### src/rtl/pec_pkg.sv
// Package: shared encodings for the prescaled event counter.
// Assumes a two-bit write select supplied by an external bus decoder.
package pec_pkg;

    typedef enum logic [1:0] {
        SEL_PRESCALE = 2'b00,
        SEL_DOWN     = 2'b01,
        SEL_EVENT    = 2'b10,
        SEL_NONE     = 2'b11
    } wr_sel_e;

endpackage

### src/rtl/pec_prescale_reg.sv
// Module: holds the reload value for the down-counter.
// Assumes a load strobe that is already decoded; the value changes only on a load.
module pec_prescale_reg #(
    parameter int W = 32
) (
    input  logic         clk,
    input  logic         rst_n,
    input  logic         load_i,
    input  logic [W-1:0] load_val_i,
    output logic [W-1:0] value_o
);

    logic [W-1:0] value_q;

    // Keep the reload value; clear it on reset, replace it on a load.
    always_ff @(posedge clk) begin
        if (!rst_n)      value_q <= '0;
        else if (load_i) value_q <= load_val_i;
    end

    assign value_o = value_q;

endmodule

### src/rtl/pec_downcount.sv
// Module: down-counter that reloads on the tick after reaching zero.
// Assumes tick_i is a one-cycle enable. A load has priority over the tick.
// expire_o flags a tick that lands on a zero count, which is the reload event.
module pec_downcount #(
    parameter int W = 32
) (
    input  logic         clk,
    input  logic         rst_n,
    input  logic         tick_i,
    input  logic         load_i,
    input  logic [W-1:0] load_val_i,
    input  logic [W-1:0] reload_val_i,
    output logic [W-1:0] count_o,
    output logic         expire_o
);

    logic [W-1:0] count_q;
    logic         at_zero;

    assign at_zero  = (count_q == '0);
    assign expire_o = tick_i && at_zero;

    // Step the count: a load wins, otherwise a tick reloads at zero or decrements.
    always_ff @(posedge clk) begin
        if (!rst_n)        count_q <= '0;
        else if (load_i)   count_q <= load_val_i;
        else if (expire_o) count_q <= reload_val_i;
        else if (tick_i)   count_q <= count_q - 1'b1;
    end

    assign count_o = count_q;

endmodule

### src/rtl/pec_event_count.sv
// Module: wrapping event counter.
// Assumes inc_i is a one-cycle pulse. A load has priority over the increment.
// The count wraps silently at 2^W.
module pec_event_count #(
    parameter int W = 32
) (
    input  logic         clk,
    input  logic         rst_n,
    input  logic         inc_i,
    input  logic         load_i,
    input  logic [W-1:0] load_val_i,
    output logic [W-1:0] count_o
);

    logic [W-1:0] count_q;

    // Count events: a load wins, otherwise add one on each pulse.
    always_ff @(posedge clk) begin
        if (!rst_n)      count_q <= '0;
        else if (load_i) count_q <= load_val_i;
        else if (inc_i)  count_q <= count_q + 1'b1;
    end

    assign count_o = count_q;

endmodule

### src/rtl/prescaled_event_counter.sv
// Module: top level of the prescaled reloading event counter.
// Decodes the write port into per-register loads and wires the prescale
// register, the down-counter and the event counter together.
// Assumes PRE_W and CNT_W are no larger than DATA_W, and that tick_i is a
// one-cycle enable in the clk domain.
module prescaled_event_counter #(
    parameter int PRE_W  = 32,
    parameter int CNT_W  = 32,
    parameter int DATA_W = 32
) (
    input  logic              clk,
    input  logic              rst_n,
    input  logic              tick_i,
    input  logic              wr_en_i,
    input  logic [1:0]        wr_sel_i,
    input  logic [DATA_W-1:0] wr_data_i,
    output logic [PRE_W-1:0]  down_count_o,
    output logic [CNT_W-1:0]  event_count_o
);
    import pec_pkg::*;

    localparam int NUM_TARGETS = 3;

    logic [NUM_TARGETS-1:0] load_vec;
    logic [PRE_W-1:0]       prescale_q;
    logic                   reload_evt;

    // Turn the write strobe and select into one load strobe per register.
    always_comb begin
        load_vec = '0;
        if (wr_en_i) begin
            for (int i = 0; i < NUM_TARGETS; i++) begin
                if (wr_sel_i == 2'(i)) load_vec[i] = 1'b1;
            end
        end
    end

    pec_prescale_reg #(.W(PRE_W)) u_prescale (
        .clk        (clk),
        .rst_n      (rst_n),
        .load_i     (load_vec[SEL_PRESCALE]),
        .load_val_i (wr_data_i[PRE_W-1:0]),
        .value_o    (prescale_q)
    );

    pec_downcount #(.W(PRE_W)) u_down (
        .clk          (clk),
        .rst_n        (rst_n),
        .tick_i       (tick_i),
        .load_i       (load_vec[SEL_DOWN]),
        .load_val_i   (wr_data_i[PRE_W-1:0]),
        .reload_val_i (prescale_q),
        .count_o      (down_count_o),
        .expire_o     (reload_evt)
    );

    pec_event_count #(.W(CNT_W)) u_event (
        .clk        (clk),
        .rst_n      (rst_n),
        .inc_i      (reload_evt),
        .load_i     (load_vec[SEL_EVENT]),
        .load_val_i (wr_data_i[CNT_W-1:0]),
        .count_o    (event_count_o)
    );

endmodule

### config.mk
export PLATFORM = sky130hd
export DESIGN_NAME = prescaled_event_counter
export DESIGN_NICKNAME = d
export VERILOG_FILES = /design/src/rtl/pec_pkg.sv /design/src/rtl/pec_prescale_reg.sv /design/src/rtl/pec_downcount.sv /design/src/rtl/pec_event_count.sv /design/src/rtl/prescaled_event_counter.sv
export SDC_FILE = /design/constraint.sdc
export NUM_CORES = 1
export LEC_CHECK = 0
export BUFFER_PORTS_ARGS = -buffer_cell sky130_fd_sc_hd__buf_2
export CORE_ASPECT_RATIO = 1.25
export CORE_MARGIN = 2
export CORE_UTILIZATION = 51
export CTS_CLUSTER_SIZE = 20
export DETAILED_ROUTE_END_ITERATION = 12
export PLACE_DENSITY = 0.74
export SYNTH_ARGS = -nofsm -noshare
export SYNTH_HDL_FRONTEND = slang
export SYNTH_SLANG_ARGS = --single-unit
### constraint.sdc
create_clock -name clk -period 3.8 [get_ports clk]
set_input_delay 0.76 -clock clk [delete_from_list [all_inputs] [get_ports clk]]
set_output_delay 0.76 -clock clk [all_outputs]
set_load 0.05 [all_outputs]
# ---- Word level (Yosys, flattened, before mapping)
# Index checks and enable logic that the tools add are counted.
dict set report totals {
  reg_bits 96
  input_bits 38
  out_inout_bits 64
  word_cells 21
}
dict set report classes {
  n_addsub 2
  n_eq_ne 2
  muxes 9
  n_reduce_logical 5
}
# cell n
set op_table {}
lappend op_table {{$mux W32} 5}
lappend op_table {{$add A32 B1 Y32 const B} 1}
lappend op_table {{$logic_not A32 Y1} 1}
lappend op_table {{$sub A32 B1 Y32 const B} 1}
lappend op_table {{$mux W1} 3}
lappend op_table {{$mux W3} 1}
lappend op_table {{$reduce_bool A3 Y1} 1}
lappend op_table {{$eq A2 B1 Y1 const B} 1}
lappend op_table {{$eq A2 B2 Y1 const B} 1}
lappend op_table {{$logic_not A2 Y1} 1}
lappend op_table {{$reduce_bool A2 Y1} 1}
lappend op_table {{$logic_and A1 B1 Y1} 1}

# ---- Longest topological paths before layout
dict set report logic_depth {
  ltp_word 4
  mapped_depth 9
  mapped_depth_nobuf 7
}

# ---- Cells and area by module
# Synthesis repeated with hierarchy kept, for this count alone.
dict set report unflattened {
  cells_unflattened 652
  area_unflattened_um2 5509.0
}
# mod instances cells_per_inst area_per_inst_um2 seq_area_each_um2
set modules_own_cells {}
lappend modules_own_cells {pec_downcount 1 310 2374.8 640.6}
lappend modules_own_cells {pec_event_count 1 236 1860.5 640.6}
lappend modules_own_cells {pec_prescale_reg 1 103 1243.7 640.6}
lappend modules_own_cells {prescaled_event_counter 1 3 30.0 0.0}

# ---- Least setup slack after synthesis
# OpenSTA, ideal clock, no wires.
dict set report synth_timing {
  path_type {reg2reg}
  from {reg u_down.count_q[9] (netlist: u_down.count_o[9])}
  to {reg u_event.count_q[31] (netlist: u_event.count_o[31])}
  setup_ns 0.086
  t_arrival_ns 2.209
  required_time_ns 3.714
  slack_ns 1.505
  stages_incl_launch_ff 7
  n_path_buf 1
  period_less_slack_ns 2.295
  cell_sequence {dfxtp_1 nor3_2 nand4_4 or3_1 buf_2 or3_1 a211oi_1}
}
dict set report synth_via {
  elab_chain_cells 3
}
# item line
set synth_rtl {}
lappend synth_rtl {{start, declared} pec_downcount.sv:17} ;# logic [W-1:0] count_q;
lappend synth_rtl {{start signal, assigned} pec_downcount.sv:26} ;# else if (load_i) count_q <= load_val_i;
lappend synth_rtl {{start signal, assigned} pec_downcount.sv:27} ;# else if (expire_o) count_q <= reload_val_i;
lappend synth_rtl {{start signal, assigned} pec_downcount.sv:28} ;# else if (tick_i) count_q <= count_q - 1'b1;
lappend synth_rtl {{$logic_not A32 Y1} pec_downcount.sv:20} ;# assign at_zero = (count_q == '0);
lappend synth_rtl {{$logic_and A1 B1 Y1} pec_downcount.sv:21} ;# assign expire_o = tick_i && at_zero;
lappend synth_rtl {{$reduce_bool A2 Y1 (no line)} n/a}
lappend synth_rtl {{end signal, assigned} pec_event_count.sv:20} ;# else if (load_i) count_q <= load_val_i;
lappend synth_rtl {{end signal, assigned} pec_event_count.sv:21} ;# else if (inc_i) count_q <= count_q + 1'b1;
lappend synth_rtl {{end, declared} pec_event_count.sv:15} ;# logic [W-1:0] count_q;
# No other way between the ends.
# A chain may end at the register's enable or synchronous reset.

# ---- Final worst setup path
dict set report layout_timing {
  from {reg u_down.count_q[2] (netlist: u_down.count_o[2])}
  to {reg u_event.count_q[31] (netlist: u_event.count_o[31])}
}
# The elaborated chain is that of the path after synthesis.

==> flow_summary_export.csv <==
group,metric,value,unit
timing,setup_repair_after_global_routing_missed_its_margin,"false",
cts,clk_latency,0.36,ns
timing,clock-skew-final,0.0106,ns
synth,yosys.cell_types.count,56,
route,drt_drc_violations_left,0,
route,drtAntennaViolNets,0,
synth,postSynthRegisterBits,96,
place,dp.final_hpwl,11.8,mm
die,num_rows,41,
synth,synthMostInstantiatedCell,"sky130_fd_sc_hd__nand2_1",
die,die_area,11300,sq um
place,post-place-ws,1.07,ns
place,instance_area_after_placement,5890,sq um
setup_path,critPathCaptureType,"flip-flop",
die,coreArea,10200,sq um
synth,synthesis.nets,739,
global_routing,grt_max_degree,64,
die,ios,102,
setup_path,critical_path_peak_fanout,29,
global_routing,grt_antenna_before_repair,0,
synth,async_reset_ff_share,0,%
timing,max_clock_freq,376,MHz
setup_path,slowest_stage,"sky130_fd_sc_hd__nor4_4",
timing,drv_slew,0,
cts,cts_buffers,9,
cells_and_area,final_cell_area,6250,sq um
global_routing,global_route_wire_length_before_repair,27.2,mm
route,drt_first_pass_iters,7,
setup_path,max_stage_delay,0.60,ns
route,vias_per_cell,6.41,
cts,post_cts.repair.setup_buffers,0,
setup_path,criticalPathCategory,"reg -> reg",
cells_and_area,finalNetCount,813,
timing,final_critical_path_setup_slack,1.14,ns
setup_path,path_common_cell,"sky130_fd_sc_hd__or3_1",
pwr,total_leakage_power,2.40,nW
synth,yosysSeqAreaShare,36.1,%
setup_path,timing.critical_path.max_delay_family,"simple AND/OR/NAND/NOR gates",
setup_path,cp.required,4.07,ns
route,initial_drc_count,440,
setup_path,start_kind,"flip-flop",
pwr,powerDensity,525,nW/um^2
die,dieWidth,95.4,microns
timing,finalSetupViolations,0,
cells_and_area,final.fill_count,955,
cts,clkSinkCount,96,
setup_path,timing.critical_path.cells,"nor4_4, nand4_4, or3_1, buf_4, or3_1, a211oi_1",
synth,syn_area,5330,sq um
cts,cts_root_buffer,"sky130_fd_sc_hd__clkbuf_16",
min_path,worst_hold_path_type,"reg -> reg",
timing,layout_min_cycle_time,2.66,ns
synth,synth_ff_type,"sky130_fd_sc_hd__dfxtp_1",
synth,yosysTopAreaCell,"sky130_fd_sc_hd__dfxtp_1",
synth,post_synthesis_average_cell_area,7.62,sq um
global_routing,grt.overflow.total,0,
place,place_congestion,0.850,
setup_path,timing.critical_path.arrival,2.94,ns
pwr,vdd.ir_drop.worst,0.318,mV
synth,postSynthCellCount,699,
route,route.final.wire_length,17.2,mm
synth,synthTopCellsByCount,"sky130_fd_sc_hd__nand2_1, sky130_fd_sc_hd__dfxtp_1, sky130_fd_sc_hd__a21oi_1, sky130_fd_sc_hd__o21ai_0, sky130_fd_sc_hd__clkbuf_1",
cts,clk_pin_slew_worst_paths,0.07,ns
timing,maxSlewHeadroom,19.6,%
synth,yosys_warnings,0,
die,die_height,118,microns
global_routing,grt_pass1_vias,5423,
route,route.vias.total,5818,
cts,cts_hold_buf,0,
global_routing,grt_util_all_layers,30.3,%
synth,post_synth_top_area_share,36.1,%
timing,fin_crit_sh,70.1,%
setup_path,path_buf_inv,1,
run_status,run_status,"complete, no violations",
cts,tritoncts_clock_tree,"yes",
cts,clockBufferDepth,2,
synth,yosys-top-cells-area,"sky130_fd_sc_hd__dfxtp_1, sky130_fd_sc_hd__nand2_1, sky130_fd_sc_hd__a21oi_1",
cts,post_cts_resized,0,
timing,fin_tns_setup,0,ns
pwr,design_power_total,3.28,mW
cells_and_area,proportion_of_layout_cells_with_a_drive_suffix_above_1,18.8,%
synth,synth-edff-count,0,
cells_and_area,syn_to_final_growth,17.3,%
place,port-buffer-count,101,
cts,cts.htree.levels,3,
die,initial_core_utilization,52.4,%
cells_and_area,antennaDiodeCount,0,
run,drv_cap,0,
timing,worst-slew-pin-transition,1.20,ns
route,routed_wirelength_normalized_by_instance_count,19.0,microns
timing,hold_viol,0,
[flip-flops by register name (all words and copies together), names as in the netlist]
name and flops:
u_down.count_o 32, u_event.count_o 32, u_prescale.value_o 32
[layout by cell type, fill, tap and decap left out, drive strengths merged, types with 9 or more instances in the layout]
master / synthesis / layout
buf: 7 / 112
a21oi: 76 / 76
o22ai: 10 / 10
nand4: 18 / 18
nor4: 19 / 19
nand3: 26 / 26
and4: 11 / 11
nor3: 43 / 43
or3: 11 / 11
xnor2: 23 / 23
nand2: 102 / 102
dfxtp: 96 / 96
a31oi: 9 / 9
o21ai: 50 / 50
and3: 29 / 29
nor2: 34 / 34
a211oi: 14 / 14
clkbuf: 42 / 11
[power by group]
group | switching (mW) | internal, mW | leakage, nW
registers | 0.118 | 1.08 | 0.784
logic | 0.685 | 0.316 | 1.45
clock network | 0.399 | 0.678 | 0.172
[worst min-delay path, delay by kind of cell (launching register included)]
kind	cells	cell delay (ns)
compound gates	1	0.05
simple gates	1	0.05
flops	1	0.31
[layout make-up]
type | instances | area [sq um] | share of cell area [%]
Tap cell | 129 | 161 | 2.58
Sequential cell | 96 | 1920 | 30.8
Inverter | 6 | 22.5 | 0.361
Clock inverter | 5 | 103 | 1.64
Clock buffer | 11 | 253 | 4.05
Timing Repair Buffer | 112 | 588 | 9.42
Multi-Input combinational cell | 548 | 3200 | 51.2
[cells by family after synthesis]
family | share of synthesized area (%)
buffers and inverters | 3.99
adder cells (fa/ha/maj) | 0.470
flip-flops | 36.1
multiplexers | 0.376
XOR/XNOR | 4.11
AND/OR/NAND/NOR | 33.6
AO/OA/AOI/OAI | 21.3
[per-stage QoR]
step	std cells	util [%]	hold slack, ns
5_1_grt	907	61.5	0.478
4_1_cts	907	61.5	0.454
3_3_place_gp	891	58.0	0.439
3_5_place_dp	891	58.0	0.444
6_report	907	61.5	0.453
2_1_floorplan	699	-	0.433
[metal layers]
layer	vias up	global-route usage, %	routed length, microns
li1	2736	-	-
met2	275	49.5	8380
met4	0	10.8	433
met5	-	0	0
met1	2761	39.2	6900
met3	46	6.37	1490
[path summary, 6_finish.rpt]
check / start / endpoint / slack [ns] / depth (start not counted)
max: u_down.count_o[2]$_SDFFE_PN0P_ / u_event.count_o[31]$_SDFFE_PN0P_ / 1.14 / 6
min: u_prescale.value_o[20]$_SDFFE_PN0P_ / u_prescale.value_o[20]$_SDFFE_PN0P_ / 0.45 / 2
max reg2reg: u_down.count_o[2]$_SDFFE_PN0P_ / u_event.count_o[31]$_SDFFE_PN0P_ / 1.14 / 6
min reg2reg: u_prescale.value_o[20]$_SDFFE_PN0P_ / u_prescale.value_o[20]$_SDFFE_PN0P_ / 0.45 / 2
Note: power is estimated with default switching activity, not from simulation.
